<file path="src/rtl/uis_pkg.sv">
package uis_pkg;

    typedef enum logic [1:0] {
        THR_EMPTY = 2'd0,
        THR_4     = 2'd1,
        THR_8     = 2'd2,
        THR_16    = 2'd3
    } tx_thr_e;

    localparam int ST_TX  = 0;
    localparam int ST_RXT = 1;
    localparam int ST_RXO = 2;
    localparam int ST_FE  = 3;
    localparam int ST_BRK = 4;
    localparam int ST_OVR = 5;
    localparam int ST_TXA = 6;
    localparam int ST_W   = 7;

    localparam int CT_TX  = 5;
    localparam int CT_RX  = 6;
    localparam int CT_ERR = 7;

    localparam int GRP_N  = 3;

    typedef struct packed {
        logic err;
        logic rx;
        logic tx;
    } grp_en_t;

    function automatic int thr_chars(tx_thr_e code);
        case (code)
            THR_EMPTY: return 0;
            THR_4:     return 4;
            THR_8:     return 8;
            default:   return 16;
        endcase
    endfunction

endpackage

</file>
<file path="src/rtl/uis_tx_detect.sv">
module uis_tx_detect #(
    parameter int LVL_W = 7
) (
    input  logic             clk,
    input  logic             rst,
    input  logic [LVL_W-1:0] level,
    input  logic [1:0]       sel,
    output logic             req_evt
);
    import uis_pkg::*;

    logic [LVL_W-1:0] thr_v;
    logic             below;
    logic             below_q;

    assign thr_v   = LVL_W'(thr_chars(tx_thr_e'(sel)));
    assign below   = (level <= thr_v);
    assign req_evt = below & ~below_q;

    always_ff @(posedge clk) begin
        if (rst) begin
            below_q <= 1'b1;
        end else begin
            below_q <= below;
        end
    end
endmodule

</file>
<file path="src/rtl/uis_sticky.sv">
module uis_sticky #(
    parameter int N = 4
) (
    input  logic         clk,
    input  logic         rst,
    input  logic [N-1:0] set_i,
    input  logic [N-1:0] clr_i,
    output logic [N-1:0] q
);
    for (genvar i = 0; i < N; i++) begin : g_bit
        always_ff @(posedge clk) begin
            if (rst) begin
                q[i] <= 1'b0;
            end else if (set_i[i]) begin
                q[i] <= 1'b1;
            end else if (clr_i[i]) begin
                q[i] <= 1'b0;
            end
        end
    end
endmodule

</file>
<file path="src/rtl/uis_irq_combine.sv">
module uis_irq_combine #(
    parameter int NG = 3
) (
    input  logic          clk,
    input  logic          rst,
    input  logic [NG-1:0] pend,
    input  logic [NG-1:0] en,
    output logic          irq
);
    logic [NG-1:0] gated;

    for (genvar g = 0; g < NG; g++) begin : g_grp
        assign gated[g] = pend[g] & en[g];
    end

    always_ff @(posedge clk) begin
        if (rst) begin
            irq <= 1'b0;
        end else begin
            irq <= |gated;
        end
    end
endmodule

</file>
<file path="src/rtl/uart_irq_status.sv">
module uart_irq_status #(
    parameter int LVL_W = 7
) (
    input  logic             clk,
    input  logic             rst,
    input  logic [LVL_W-1:0] tx_level,
    input  logic [1:0]       tx_thr_sel,
    input  logic             rx_trig,
    input  logic             rx_tmo,
    input  logic             fe_evt,
    input  logic             brk_evt,
    input  logic             ovr_evt,
    input  logic             ctrl_we,
    input  logic [7:0]       ctrl_wdata,
    input  logic             clr_we,
    input  logic [6:0]       clr_wdata,
    output logic [6:0]       status,
    output logic             irq
);
    import uis_pkg::*;

    localparam int NSTK = 4;

    grp_en_t           en_q;
    logic [1:0]        rx_q;
    logic              tx_evt;
    logic [NSTK-1:0]   stk_set;
    logic [NSTK-1:0]   stk_clr;
    logic [NSTK-1:0]   stk_q;
    logic [GRP_N-1:0]  pend;
    logic              unused_bits;

    assign unused_bits = ^{ctrl_wdata[4:0], clr_wdata[ST_TXA], clr_wdata[ST_RXO:ST_RXT]};

    uis_tx_detect #(.LVL_W(LVL_W)) u_txd (
        .clk     (clk),
        .rst     (rst),
        .level   (tx_level),
        .sel     (tx_thr_sel),
        .req_evt (tx_evt)
    );

    // sticky order: [0]=tx, [1]=fe, [2]=brk, [3]=ovr
    assign stk_set = {ovr_evt, brk_evt, fe_evt, tx_evt};
    assign stk_clr = clr_we ? {clr_wdata[ST_OVR], clr_wdata[ST_BRK],
                               clr_wdata[ST_FE], clr_wdata[ST_TX]}
                            : '0;

    uis_sticky #(.N(NSTK)) u_stk (
        .clk   (clk),
        .rst   (rst),
        .set_i (stk_set),
        .clr_i (stk_clr),
        .q     (stk_q)
    );

    always_ff @(posedge clk) begin
        if (rst) begin
            rx_q <= '0;
            en_q <= '0;
        end else begin
            rx_q <= {rx_tmo, rx_trig};
            if (ctrl_we) begin
                en_q <= '{err: ctrl_wdata[CT_ERR], rx: ctrl_wdata[CT_RX], tx: ctrl_wdata[CT_TX]};
            end
        end
    end

    assign status[ST_TX]  = stk_q[0];
    assign status[ST_RXT] = rx_q[0];
    assign status[ST_RXO] = rx_q[1];
    assign status[ST_FE]  = stk_q[1];
    assign status[ST_BRK] = stk_q[2];
    assign status[ST_OVR] = stk_q[3];
    assign status[ST_TXA] = stk_q[0] & en_q.tx;

    assign pend = {|stk_q[3:1], |rx_q, stk_q[0]};

    uis_irq_combine #(.NG(GRP_N)) u_irq (
        .clk  (clk),
        .rst  (rst),
        .pend (pend),
        .en   (en_q),
        .irq  (irq)
    );
endmodule

</file>
<file path="config.mk">
export PLATFORM = sky130hd
export DESIGN_NAME = uart_irq_status
export DESIGN_NICKNAME = d
export VERILOG_FILES = /design/src/rtl/uis_pkg.sv /design/src/rtl/uis_tx_detect.sv /design/src/rtl/uis_sticky.sv /design/src/rtl/uis_irq_combine.sv /design/src/rtl/uart_irq_status.sv
export SDC_FILE = /design/constraint.sdc
export NUM_CORES = 1
export LEC_CHECK = 0
export ABC_AREA = 1
export CAP_MARGIN = 20
export CORE_UTILIZATION = 34
export CTS_CLUSTER_SIZE = 30
export DETAILED_ROUTE_END_ITERATION = 6
export GPL_TIMING_DRIVEN = 0
export PLACE_DENSITY = 0.83
export SYNTH_ARGS = -nofsm -noshare
export SYNTH_HDL_FRONTEND = slang
export SYNTH_SLANG_ARGS = --single-unit
</file>
<file path="constraint.sdc">
create_clock -name clk -period 3.4 [get_ports clk]
set_input_delay 0.85 -clock clk [delete_from_list [all_inputs] [get_ports clk]]
set_output_delay 0.85 -clock clk [all_outputs]
set_load 0.02 [all_outputs]
</file>
==> PnR_summary.wiki, run 1 <==
{| class="wikitable"
! Metric !! Value
|-
| Number of nets with antenna violations after routing || 0
|-
| Global placement routability congestion || 0.7772
|-
| Clock network fraction of total power || 29.5%
|-
| Root Driver || clkbuf_4
|-
| Largest net degree at the start of global routing || 9
|-
| Residual DRC count || 0
|-
| Area of the core || 1350 sq um
|-
| Worst setup path startpoint || u_stk.q[0]$_SDFFE_PP0P_
|-
| Xor-xnor portion of the synthesized cell area || 0%
|-
| Fraction of layout cells with a size suffix above 1 || 6.422%
|-
| Total Routing Usage GR || 14.19%
|-
| Buffers inserted during post-CTS setup optimization || 0
|-
| Overall overflow remaining after global route || 0
|-
| Result of the run || finished clean
|-
| End of the worst register-to-register path || u_irq.irq$_SDFF_PP0_
|-
| LEAKAGE || 0.4140 nW
|-
| Critical path data arrival time || 1350 ps
|-
| TritonCTS Sinks || 11
|-
| Clock latency of the later-clocked register in the worst-skew pair || 270 ps
|-
| Post-synth cell types || 12
|-
| Worst path setup slack after routing || 1199 ps
|-
| Type of the setup path with the least slack || reg -> out
|-
| Final wirelength || 1155 microns
|-
| Total placed cells including tap cells || 120
|-
| Count of non-filler cells in the finished layout || 124
|-
| Sequential area share after synthesis || 42.82%
|-
| Largest fanout on the critical path || 3
|-
| First-pass GRT wire length || 1497 microns
|-
| Simple-gate share of the synthesized area || 27.74%
|-
| First DRT Iteration DRCs || 11
|-
| Antenna violations before repair || 0
|-
| Largest family of logic cells by synthesized area || simple AND/OR/NAND/NOR gates
|-
| CTS Hold Bufs || 0
|-
| I/O pin cnt || 41
|-
| Fraction of the mapped netlist area in adder cells || 7.299%
|-
| Post-synthesis net count || 110
|-
| Multiplexer area fraction after synthesis || 0%
|-
| Utilization after layout || 64.50%
|-
| Average cell area after synthesis || 6.949 sq um
|-
| Resized Gates After CTS || 0
|-
| Count of cells along the worst hold path || 2
|-
| Worst slack, placed || 1144 ps
|-
| Switching share of total power || 25.67%
|-
| Deepest level of the CTS H-tree || 1
|-
| Diode count || 0
|-
| Number of buffers created by CTS || 3
|-
| TritonCTS clock tree || yes
|-
| Count of standard-cell rows || 13
|-
| Number of global-route vias before repair || 421
|-
| R2R depth || 2
|-
| Length of the first detailed-routing pass in iterations || 4
|-
| Setup repair after global routing missed its margin || no
|-
| Die Span Y || 40.89 microns
|-
| Area fraction in compound gates after synthesis || 10.95%
|-
| CP required || 2550 ps
|-
| Relative contribution of sequential cells to total power || 47.2%
|-
| Starting density of the core || 38.09%
|-
| Die area || 1672 sq um
|-
| Power Density || 344.0 nW/um^2
|-
| Clock-pin slew of the registers on the worst-case setup and hold paths || 70 ps
|-
| Overall die width || 40.89 microns
|-
| FMAX || 454.3 MHz
|-
| Setup TNS Final || 0 ps
|-
| Max-slew violation total from the final report || 0
|-
| Worst hold-check path type || reg -> reg
|-
| Count of input and output buffers || 31
|-
| Number of nets in the finished design || 146
|-
| NetSw || 0.07690 mW
|-
| Final hold violation count || 0
|-
| Clock Tree Buf Depth || 2
|-
| Internal Dissipation || 0.2227 mW
|-
| Period minus WS final || 2201 ps
|-
| Via density per instance || 4.589
|-
| Slew Limit Headroom || 85.19%
|-
| Capture point of the worst path || status[6]
|-
| Part of the cycle the worst path needs || 64.74%
|-
| Post-DP HPWL || 988.2 microns
|-
| Yosys warnings || 0
|-
| Area added between synthesis and finish || 69.34%
|-
| Vias || 569
|-
| Routed wirelength normalized by instance count || 9.315 microns
|-
| Synthesized cell area || 514.2 sq um
|-
| Worst voltage drop across the vdd grid || 0.2369 mV
|-
| Critical hold path startpoint || en_q[2]$_SDFFE_PP0P_
|-
| Maximum clock skew at final layout || 2.087 ps
|-
| Max Cap Violations || 0
|-
| Reg-to-reg startpoint || u_stk.q[2]$_SDFFE_PP0P_
|-
| Critical path launch point type || register
|-
| Worst setup slack for register-to-register paths || 2620 ps
|-
| Count of mapped cells out of synthesis || 74
|-
| Kind of end point of the critical path || primary output
|-
| Setup-failing EPs final || 0
|-
| Transition at the pin with the smallest max-transition slack || 221.4 ps
|-
| Number of register bits inferred by synthesis || 11
|-
| Fillers || 122
|-
| Relative contribution of combinational cells to total power || 23.3%
|}
-- power groups by stage --
stage	clock [mW]	combinational [mW]	sequential (mW)
floorplan	0	0.0219	0.150
finish	0.0884	0.0697	0.142
CTS	0.0911	0.0706	0.142
global placement	0	0.0685	0.144
global route	0.0970	0.0768	0.143
detailed placement	0	0.0701	0.145
-- area by class of cell --
| cell class | instances | area, sq um | share of cell area (%) |
|---|---|---|---|
| plain buffers | 1 | 5.005 | 0.5747 |
| clock buffers | 3 | 22.52 | 2.586 |
| clock inverters | 1 | 5.005 | 0.5747 |
| inverters | 14 | 52.55 | 6.034 |
| multi-input cells | 48 | 236.5 | 27.16 |
| flip-flops and latches | 11 | 220.2 | 25.29 |
| well taps | 15 | 18.77 | 2.155 |
| repair buffers | 31 | 310.3 | 35.63 |
-- worst max-delay path, stage by stage, from the launching register on --
cell,delay [ps]
dfxtp_1,370
nand2_1,60
inv_1,60
clkdlybuf4s50_1,590
-- metal layers --
metal / up-vias / wire length (microns) / GRT usage, % / part of all wire [%]
li1: 295 / - / - / -
met1: 252 / 473 / 15.46 / 41
met2: 20 / 585 / 23.83 / 51
met3: 2 / 81 / 4.891 / 7.0
met4: 0 / 14 / 7.500 / 1.2
met5: - / 0 / 0 / 0
-- how the worst min path moves through the flow --
| stage | end |
|---|---|
| floorplan | en_q[1]$_SDFFE_PP0P_ |
| global placement | en_q[1]$_SDFFE_PP0P_ |
| detailed placement | u_irq.irq$_SDFF_PP0_ |
| CTS | u_irq.irq$_SDFF_PP0_ |
| global route | u_irq.irq$_SDFF_PP0_ |
| finish | u_irq.irq$_SDFF_PP0_ |
-- per-stage QoR --
| step | cell area, sq um | total power, mW | hold WS [ps] |
|---|---|---|---|
| finish | 870.8 | 0.2996 | 477.0 |
| global route | 870.8 | 0.3163 | 514.2 |
| CTS | 870.8 | 0.3032 | 483.7 |
| detailed placement | 843.3 | 0.2148 | 468.4 |
| global placement | 843.3 | 0.2128 | 449.3 |
| floorplan | 514.2 | 0.1719 | 433.7 |
-- placed cells by master, fill, tap and decap left out, types with 2 or more instances in the layout --
cell	Yosys	layout
a21oi_1	5	5
ha_1	3	3
nand2_1	16	16
dfxtp_1	11	11
nor2_1	16	16
clkbuf_4	0	3
inv_1	14	14
o21ai_0	3	3
clkdlybuf4s50_1	0	31
nand3_1	2	2
-- cell usage after synthesis (all sizes together) --
cell type	instances	area [sq um]
o21ai	3	15.01
buf	1	5.000
nor2	16	60.06
nor3b	1	12.51
a21oi	6	33.78
o31ai	1	7.510
ha	3	37.54
nand3	2	10.01
inv	14	52.55
dfxtp	11	220.2
nand2	16	60.06
-- state kept, by name, indices dropped and copies added, names as in the netlist --
register       cells
u_stk.q            4
rx_q               2
en_q               3
u_irq.irq          1
u_txd.below_q      1
-- cells by family after synthesis --
family | Yosys count
buffers and inverters | 15
DFF | 11
and+or+nand+nor | 35
AOI/OAI and AO/OA | 10
adders and majority gates | 3
Power figures use the tool's default switching activity.
==> run 2, diff against run 1 <==
--- a/config.mk
+++ b/config.mk
@@ -7,11 +7,12 @@
 export LEC_CHECK = 0
 export ABC_AREA = 1
 export CAP_MARGIN = 20
-export CORE_UTILIZATION = 34
+export CORE_ASPECT_RATIO = 0.8
+export CORE_UTILIZATION = 28
 export CTS_CLUSTER_SIZE = 30
 export DETAILED_ROUTE_END_ITERATION = 6
 export GPL_TIMING_DRIVEN = 0
-export PLACE_DENSITY = 0.83
+export PLACE_DENSITY = 0.73
 export SYNTH_ARGS = -nofsm -noshare
 export SYNTH_HDL_FRONTEND = slang
 export SYNTH_SLANG_ARGS = --single-unit
==> constraint.sdc (replaced) <==
create_clock -name clk -period 1.9 [get_ports clk]
set_input_delay 0.475 -clock clk [delete_from_list [all_inputs] [get_ports clk]]
set_output_delay 0.475 -clock clk [all_outputs]
set_load 0.02 [all_outputs]
==> PnR_summary.wiki, run 2 (synthesis results as in run 1) <==
{| class="wikitable"
! Metric !! Value
|-
| Largest registers in the final layout || u_stk.q: 4 flops, en_q: 3 flops, rx_q: 2 flops
|-
| Residual DRC count || 0 (unchanged)
|-
| Setup repair after global routing missed its margin || no
|-
| Via density per instance || 4.084 (-11%)
|-
| TritonCTS clock tree || yes
|-
| Routed wirelength normalized by instance count || 8.870 microns (-4.8%)
|-
| Internal Dissipation || 0.4019 mW (+81%)
|-
| Commonest cells after routing, fill and taps aside || clkdlybuf4s50_1, nand2_1, nor2_1, inv_1, dfxtp_1
|-
| LEAKAGE || 0.4299 nW (+3.8%)
|-
| Clock latency of the later-clocked register in the worst-skew pair || 260 ps (about the same)
|-
| Power Density || 601.4 nW/um^2 (+75%)
|-
| Largest fanout on the critical path || 3 (unchanged)
|-
| CP Buf/Inv Count || 1 (-1)
|-
| Worst hold-check path type || reg -> reg
|-
| End of the worst register-to-register path || u_irq.irq$_SDFF_PP0_
|-
| Number of global-route vias before repair || 458 (+8.8%)
|-
| Max Cap Violations || 0 (unchanged)
|-
| Number of nets in the finished design || 146 (unchanged)
|-
| CTS Hold Bufs || 0 (unchanged)
|-
| Global placement routability congestion || 0.7364 (-5.2%)
|-
| Capture point of the worst path || status[0]
|-
| Overall die width || 49.92 microns (+22%)
|-
| Root Driver || clkbuf_4
|-
| CP max stage cell || clkdlybuf4s50_1
|-
| Placed inst area || 852.1 sq um (+1.0%)
|-
| Most common cell after layout, fill and taps aside || clkdlybuf4s50_1
|-
| First DRT Iteration DRCs || 4 (-7)
|-
| Worst setup path startpoint || u_stk.q[0]$_SDFFE_PP0P_
|-
| Area of the core || 1675 sq um (+24%)
|-
| Slew Limit Headroom || 84.12% (-1.1 points)
|-
| TritonCTS Sinks || 11 (unchanged)
|-
| Area of the multi-input gates || 236.5 sq um (unchanged)
|-
| Clock-pin slew of the registers on the worst-case setup and hold paths || 60 ps (about the same)
|-
| Critical path launch point type || register
|-
| Largest net degree at the start of global routing || 9 (unchanged)
|-
| Setup TNS Final || 0 ps (unchanged)
|-
| Fraction of layout cells with a size suffix above 1 || 5.505% (-0.92 points)
|-
| Critical path data arrival time || 1250 ps (-100 ps)
|-
| Maximum clock skew at final layout || 1.662 ps (-0.4254 ps)
|-
| Seq. cell area || 220.2 sq um (unchanged)
|-
| Clock Tree Buf Depth || 2 (unchanged)
|-
| Count of standard-cell rows || 13 (unchanged)
|-
| FMAX || 578.3 MHz
|-
| Type of the setup path with the least slack || reg -> out
|-
| Switching share of total power || 24.13% (-1.5 points)
|-
| Reg-to-reg startpoint || u_stk.q[1]$_SDFFE_PP0P_
|-
| NetSw || 0.1278 mW (+66%)
|-
| I/O pin cnt || 41 (unchanged)
|-
| Die Span Y || 40.33 microns (-1.4%)
|-
| Antenna violations before repair || 0 (unchanged)
|-
| Buffers inserted during post-CTS setup optimization || 0 (unchanged)
|-
| Largest incremental delay on the critical path || 630 ps (+40 ps)
|-
| Vias || 535 (-6.0%)
|-
| First-pass GRT wire length || 1835 microns (+23%)
|-
| CP required || 1420 ps (-1130 ps)
|-
| Path length in cells of the critical path || 1 (-2)
|-
| Final wirelength || 1162 microns (+0.61%)
|-
| Relative contribution of combinational cells to total power || 23.6% (+0.3 points)
|-
| Clock network fraction of total power || 28.5% (-1.0 points)
|-
| Worst voltage drop across the vdd grid || 0.2985 mV (+26%)
|-
| Finished Cell Area || 880.8 sq um (+1.1%)
|-
| Count of input and output buffers || 31 (unchanged)
|-
| Number of nets with antenna violations after routing || 0 (unchanged)
|-
| Relative contribution of sequential cells to total power || 47.8% (+0.6 points)
|-
| Overall overflow remaining after global route || 0 (unchanged)
|-
| Flip-flop count of the largest register after layout || 4 (unchanged)
|-
| Resized Gates After CTS || 0 (unchanged)
|-
| Fillers || 166 (+36%)
|-
| Deepest level of the CTS H-tree || 1 (unchanged)
|-
| Area added between synthesis and finish || 71.29%
|-
| Part of the cycle the worst path needs || 91.01%
|-
| Die area || 2013 sq um (+20%)
|-
| Setup-failing EPs final || 0 (unchanged)
|-
| Worst setup slack for register-to-register paths || 1100 ps (-1520 ps)
|-
| Diode count || 0 (unchanged)
|-
| Post-DP HPWL || 977.5 microns (-1.1%)
|-
| Total Routing Usage GR || 13.32% (-0.87 points)
|-
| Length of the first detailed-routing pass in iterations || 4 (unchanged)
|-
| Result of the run || finished clean
|-
| Transition at the pin with the smallest max-transition slack || 237.8 ps (+16.43 ps)
|-
| Top Family by Delay on Critical Path || buffers and inverters
|-
| Kind of end point of the critical path || primary output
|-
| CP Cell Sequence || clkdlybuf4s50_1
|-
| Period minus WS final || 1729 ps
|-
| Max-slew violation total from the final report || 0 (unchanged)
|-
| Number of buffers created by CTS || 3 (unchanged)
|-
| Most flops, register || u_stk.q
|-
| Final hold violation count || 0 (unchanged)
|-
| Starting density of the core || 30.69% (-7.4 points)
|-
| R2R depth || 2 (unchanged)
|}
-- run 2: power groups by stage --
| stage | clock [mW] | combinational (mW) | sequential [mW] |
|---|---|---|---|
| detailed placement | 0 | 0.126 | 0.259 |
| CTS | 0.157 | 0.127 | 0.253 |
| global placement | 0 | 0.123 | 0.258 |
| finish | 0.151 | 0.125 | 0.253 |
| global route | 0.173 | 0.138 | 0.255 |
| floorplan | 0 | 0.0392 | 0.268 |
-- run 2: how the worst min path moves through the flow --
stage	end	depth (start not counted)	from
4_1_cts	en_q[1]$_SDFFE_PP0P_	2	en_q[1]$_SDFFE_PP0P_
3_3_place_gp	en_q[1]$_SDFFE_PP0P_	2	en_q[1]$_SDFFE_PP0P_
2_1_floorplan	en_q[1]$_SDFFE_PP0P_	2	en_q[1]$_SDFFE_PP0P_
3_5_place_dp	en_q[1]$_SDFFE_PP0P_	2	en_q[1]$_SDFFE_PP0P_
5_1_grt	u_stk.q[0]$_SDFFE_PP0P_	2	rst
6_report	en_q[1]$_SDFFE_PP0P_	2	en_q[1]$_SDFFE_PP0P_
-- run 2: layout make-up --
class	count	share of cell area (%)
Tap cell	22	3.125
Multi-Input combinational cell	48	26.85
Buffer	1	0.5682
Clock buffer	4	2.983
Inverter	14	5.966
Sequential cell	11	25.00
Timing Repair Buffer	31	35.51
-- run 2: worst min-delay path: stages, from the launching register on --
cell and delay (ps):
dfxtp_1 300, inv_1 60, a21oi_1 60
-- run 2: per-layer routing --
layer  part of all wire (%)  GRT usage [%]  up-vias  wire, microns
li1                       -              -      298              -
met1                     47          14.67      216            543
met2                     43          22.64       21            505
met3                    9.7          7.197        0            113
met4                      0          4.286        0              0
met5                      0              0        -              0
-- run 2: through the flow --
step	setup WS [ps]	utilization, %	hold WS, ps	cells	total power, mW
after global routing	103.1	52.58	475.2	131	0.5669
after CTS	65.71	52.43	462.2	131	0.5370
after detailed placement	22.28	50.86	451.9	127	0.3849
final	170.9	52.58	464.0	131	0.5297
after global placement	45.61	50.86	446.5	127	0.3813
after floorplan	600.9	-	433.7	74	0.3077
